<file path="src/rtl/strap_seq_pkg.sv">
package strap_seq_pkg;
  typedef enum logic [1:0] {
    MODE_NORMAL   = 2'd0,
    MODE_REFPASS  = 2'd1,
    MODE_TRISTATE = 2'd2
  } outMode_t;

  localparam logic [2:0] RATE_100  = 3'd0;
  localparam logic [2:0] RATE_133  = 3'd1;
  localparam logic [2:0] RATE_200  = 3'd2;
  localparam logic [2:0] RATE_266  = 3'd3;
  localparam logic [2:0] RATE_400  = 3'd4;
  localparam logic [2:0] RATE_NONE = 3'd7;

  typedef enum logic [2:0] {
    ST_OFF, ST_DELAY, ST_WAITPG, ST_ENWAIT, ST_RUN
  } seqState_t;

  // strobes from sequencer to datapath
  typedef struct packed {
    logic sampleNow;
    logic armTest;
  } seqStrobe_t;
endpackage

</file>
<file path="src/rtl/strap_seq_ctrl.sv">
module strap_seq_ctrl
  import strap_seq_pkg::*;
#(
  parameter int DELAY_CYCLES  = 8,
  parameter int ENABLE_CYCLES = 6
) (
  input  logic       clk,
  input  logic       porRst,
  input  logic       supplyOk,
  input  logic       pwrGoodN,
  input  logic       testModeReg,
  output seqStrobe_t strobe,
  output logic       outEnable
);
  localparam int MAXC = (DELAY_CYCLES > ENABLE_CYCLES) ? DELAY_CYCLES : ENABLE_CYCLES;
  localparam int CW   = $clog2(MAXC + 1);
  localparam logic [CW-1:0] DLAST = CW'(DELAY_CYCLES - 1);
  localparam logic [CW-1:0] ELAST = CW'(ENABLE_CYCLES - 1);

  seqState_t state, stateNext;
  logic [CW-1:0] cnt, cntNext;
  logic pgMeta, pgSync;

  always_ff @(posedge clk) begin
    if (porRst) begin
      pgMeta <= 1'b1;
      pgSync <= 1'b1;
    end else begin
      pgMeta <= pwrGoodN;
      pgSync <= pgMeta;
    end
  end

  always_comb begin
    stateNext = state;
    cntNext   = cnt + 1'b1;
    unique case (state)
      ST_OFF: begin
        cntNext = '0;
        if (supplyOk) stateNext = ST_DELAY;
      end
      ST_DELAY: if (cnt == DLAST) begin
        stateNext = ST_WAITPG;
        cntNext   = '0;
      end
      ST_WAITPG: begin
        cntNext = '0;
        if (!pgSync) stateNext = ST_ENWAIT;
      end
      ST_ENWAIT: if (cnt == ELAST) begin
        stateNext = ST_RUN;
        cntNext   = '0;
      end
      ST_RUN: cntNext = '0;
      default: begin
        stateNext = ST_OFF;
        cntNext   = '0;
      end
    endcase
  end

  always_ff @(posedge clk) begin
    if (porRst) begin
      state <= ST_OFF;
      cnt   <= '0;
    end else begin
      state <= stateNext;
      cnt   <= cntNext;
    end
  end

  assign strobe.sampleNow = (state == ST_WAITPG) && !pgSync;
  assign strobe.armTest   = ((state == ST_ENWAIT) || (state == ST_RUN)) && testModeReg;
  assign outEnable        = (state == ST_RUN);
endmodule

</file>
<file path="src/rtl/strap_seq_path.sv">
module strap_seq_path
  import strap_seq_pkg::*;
(
  input  logic       clk,
  input  logic       porRst,
  input  seqStrobe_t strobe,
  input  logic       strapA,
  input  logic       strapB,
  input  logic       hiTableReg,
  output logic [1:0] strapLatched,
  output logic [1:0] pinDir,
  output logic [1:0] modeOut,
  output logic [2:0] rateSel
);
  logic [1:0] latchQ;
  logic sampledQ, testQ;
  outMode_t modeN;
  logic [2:0] rateN;

  always_ff @(posedge clk) begin
    if (porRst) begin
      latchQ   <= 2'b00;
      sampledQ <= 1'b0;
      testQ    <= 1'b0;
    end else begin
      if (strobe.sampleNow && !sampledQ) begin
        latchQ   <= {strapB, strapA};
        sampledQ <= 1'b1;
      end
      if (strobe.armTest) testQ <= 1'b1;
    end
  end

  // code written as {A,B}
  always_comb begin
    logic [1:0] code;
    code  = {latchQ[0], latchQ[1]};
    modeN = MODE_NORMAL;
    rateN = RATE_NONE;
    if (testQ) begin
      modeN = strapA ? MODE_TRISTATE : MODE_REFPASS;
    end else if (hiTableReg && code != 2'b11) begin
      unique case (code)
        2'b00:   rateN = RATE_200;
        2'b01:   rateN = RATE_400;
        default: rateN = RATE_266;
      endcase
    end else begin
      unique case (code)
        2'b00:   rateN = RATE_100;
        2'b10:   rateN = RATE_200;
        2'b11:   rateN = RATE_133;
        default: modeN = MODE_REFPASS;
      endcase
    end
  end

  assign strapLatched = latchQ;
  assign pinDir       = {sampledQ, sampledQ & ~testQ};
  assign modeOut      = modeN;
  assign rateSel      = rateN;
endmodule

</file>
<file path="src/rtl/strap_latch_seq.sv">
module strap_latch_seq
  import strap_seq_pkg::*;
#(
  parameter int DELAY_CYCLES  = 8,
  parameter int ENABLE_CYCLES = 6
) (
  input  logic       clk,
  input  logic       porRst,
  input  logic       supplyOk,
  input  logic       pwrGoodN,
  input  logic       strapA,
  input  logic       strapB,
  input  logic       testModeReg,
  input  logic       hiTableReg,
  output logic [1:0] strapLatched,
  output logic [1:0] pinDir,
  output logic       outEnable,
  output logic [1:0] modeOut,
  output logic [2:0] rateSel
);
  seqStrobe_t strobe;

  strap_seq_ctrl #(.DELAY_CYCLES(DELAY_CYCLES), .ENABLE_CYCLES(ENABLE_CYCLES)) ctrl (
    .clk(clk), .porRst(porRst), .supplyOk(supplyOk), .pwrGoodN(pwrGoodN),
    .testModeReg(testModeReg), .strobe(strobe), .outEnable(outEnable)
  );

  strap_seq_path path (
    .clk(clk), .porRst(porRst), .strobe(strobe), .strapA(strapA), .strapB(strapB),
    .hiTableReg(hiTableReg), .strapLatched(strapLatched), .pinDir(pinDir),
    .modeOut(modeOut), .rateSel(rateSel)
  );
endmodule

</file>
<file path="config.mk">
export PLATFORM = sky130hd
export DESIGN_NAME = strap_latch_seq
export DESIGN_NICKNAME = d
export VERILOG_FILES = /design/src/rtl/strap_seq_pkg.sv /design/src/rtl/strap_seq_ctrl.sv /design/src/rtl/strap_seq_path.sv /design/src/rtl/strap_latch_seq.sv
export SDC_FILE = /design/constraint.sdc
export NUM_CORES = 1
export LEC_CHECK = 0
export BUFFER_PORTS_ARGS = -buffer_cell sky130_fd_sc_hd__buf_2
export CORE_ASPECT_RATIO = 0.8
export CORE_MARGIN = 10
export CORE_UTILIZATION = 30
export CTS_BUF_LIST = sky130_fd_sc_hd__clkbuf_16
export DETAILED_ROUTE_END_ITERATION = 8
export MAX_ROUTING_LAYER = met4
export PLACE_DENSITY = 0.5
export SKIP_CTS_REPAIR_TIMING = 1
export SYNTH_ARGS = -nofsm -noshare
export SYNTH_HDL_FRONTEND = slang
export SYNTH_SLANG_ARGS = --single-unit
</file>
<file path="constraint.sdc">
create_clock -name clk -period 3.35 [get_ports clk]
set_input_delay 0.1675 -clock clk [delete_from_list [all_inputs] [get_ports clk]]
set_output_delay 0.1675 -clock clk [all_outputs]
set_load 0.005 [all_outputs]
</file>
==> reports/results.ini <==
[power_and_ir_drop]
seq_power_share=0.402
power_frac_clock=0.556
p_int_mw=0.3243
combPwrFrac=0.042
net-switching-power_mw=0.07734
p_leak_nw=0.3875
pwr_density_cell_nw_per_um2=450.3
switching_share=0.1925
irDropWorstVdd_mv=0.2494

[floorplanning]
coreArea_um2=2233
die_h_um=64.18
num_rows=15
die_area_um2=4828
start_util=0.3277
die_w_um=75.23
ios=18

[sta]
max_slew_margin=0.6511
worstMarginPinSlew_ns=0.5162
fin_setup_tns_ns=0
hold_violations=0
timing.final.crit_share=0.4865
rsz0062_at_grt=false
drv_slew=0
clock_skew_ns=0.003266
period_minus_slack_ns=1.630
max_freq_mhz=613.5
finalSetupViolCount=0

[detailed_routing]
wl_per_cell_um=13.38
wl_um=1632
drc=0
num_vias=610
dr.first_iter.drc_count=18
drtPass1Iterations=4
via_per_inst=5.000
antenna_left=0

[final_layout]
final_common_cell=buf_2
finalNetCount=112
final_cell_mix=buf_2, dfxtp_1, ha_1
fill_cells=233
area_delta_synth_final_pct=21.88
drive_gt1_frac=0.2784
final_cell_area_um2=892.1
diodes=0

[logic_synthesis]
synth_top_cell_area_share=0.3556
synth_top_area_cell=dfxtp_1
ys_seq_area_frac=0.3556
synth_cell_type_count=35
postSynthAreaPerCell_um2=9.036
ys_warn_count=0
synth_nets=95
syn-cell-area_um2=732.0
synth.top_cells.by_area=dfxtp_1, ha_1, or2_2
ys_ff_latch=13
netlist_instances=81

[critical_path]
end_kind=output port
cp_max_fo=6
path_class=reg -> out
arrival_ns=1.46
critPathRequiredTime_ns=3.18
critPathLaunchType=flip-flop

[clock_tree]
clock-sinks=13
clockRootBuffer=clkbuf_16
clk_latency_ns=0.24
cts_tree=done
cts_buffer_depth=2
path_clk_slew_ns=0.04
cts-buffers-inserted=3
cts.htree.levels=1

[run_status]
status=finished, final reports clean

[global_route]
overflow=0
grt_antenna_before_repair=0
grt_pass1_wl_um=2594
grt_pass1_vias=583
grt_max_degree=12
groute.usage.overall=0.07141

[place]
place_area_um2=813.3
gp_congestion=0.7617
port_buffers=17
place_hpwl_um=1215

[min_path]
min_path_type=in -> reg

[job]
drv_cap=0

Yosys cell counts, drive strengths merged:
cell / instances
or2: 5
nand2: 3
mux2i: 1
clkbuf: 1
or4b: 1
inv: 4
nand3b: 4
xnor2: 1
nor3: 3
a22oi: 1
nor3b: 2
ha: 6
and3b: 1
o211ai: 1
a221oi: 1
nand2b: 2
nand4b: 1
or3b: 1
a21oi: 4
o21ai: 4
nand3: 2
a32oi: 1
a31oi: 1
a211oi: 2
nor2: 4
xor2: 1
nor4b: 1
nor2b: 3
mux2: 1
dfxtp: 13
and2: 1
buf: 4
final timing paths:
kind / start / to / slack [ns] / cells after the start
max reg2reg: ctrl.state[1] / path.strapLatched[0] / 1.99 / 3
min reg2reg: ctrl.pgMeta / ctrl.pgSync / 0.40 / 1
max: path.strapLatched[1] / rateSel[1] / 1.72 / 5
min: pwrGoodN / ctrl.pgMeta / 0.11 / 2
flip-flops by register name, indices dropped and copies added, names as in the netlist:
register and cells:
path.sampledQ 1, path.strapLatched 2, path.testQ 1, ctrl.pgMeta 1, ctrl.cnt 4, ctrl.pgSync 1, ctrl.state 3
through the flow:
stage	hold WS (ns)	worst slack, ns	cells	power, mW	util
6_report	0.1058	1.720	122	0.4017	0.3994
2_1_floorplan	0.2713	2.107	81	0.1759	-
3_5_place_dp	0.3542	1.969	118	0.1809	0.3641
4_1_cts	0.1041	1.708	122	0.4080	0.3994
5_1_grt	0.1132	1.633	122	0.4163	0.3994
3_3_place_gp	0.3528	1.988	118	0.1808	0.3641
layer usage:
metal  up-vias  global-route usage  part of all wire
li1        316                   -                 -
met1       280             0.07739              0.49
met2         9              0.1080              0.47
met3         5             0.02006             0.019
met4         0             0.05324             0.028
met5         -                   -                 0
cell type report:
class / count / area (um2) / area share
multi-input cells: 59 / 421.7 / 0.4727
flip-flops and latches: 13 / 260.3 / 0.2917
repair buffers: 17 / 85.08 / 0.09537
clock buffers: 3 / 75.07 / 0.08415
well taps: 25 / 31.28 / 0.03506
inverters: 4 / 15.01 / 0.01683
clock inverters: 1 / 3.754 / 0.004208
critical path: stages, from the launching register on:
cell and delay [ns]:
dfxtp_1 0.43, ha_1 0.17, nand2b_1 0.13, mux2_2 0.33, nand2_1 0.06, buf_2 0.10
power groups by stage:
stage / Clock, mW / Sequential (mW) / Combinational [mW]
finish: 0.223 / 0.161 / 0.0170
global route: 0.236 / 0.161 / 0.0188
CTS: 0.230 / 0.161 / 0.0171
detailed placement: 0 / 0.164 / 0.0168
global placement: 0 / 0.164 / 0.0169
floorplan: 0 / 0.162 / 0.0142
cells by family (layout without fill, tap and decap cells):
| logic type | after synthesis | count (layout) | synth area share |
|---|---|---|---|
| buffers and inverters | 9 | 25 | 0.06835 |
| and+or+nand+nor | 34 | 34 | 0.2923 |
| DFF | 13 | 13 | 0.3556 |
| xor gates and xnor gates | 2 | 2 | 0.02394 |
| adders and majority gates | 6 | 6 | 0.1026 |
| muxes | 2 | 2 | 0.02906 |
| AOI/OAI and AO/OA | 15 | 15 | 0.1282 |
Note: power is estimated with default switching activity, not from simulation.
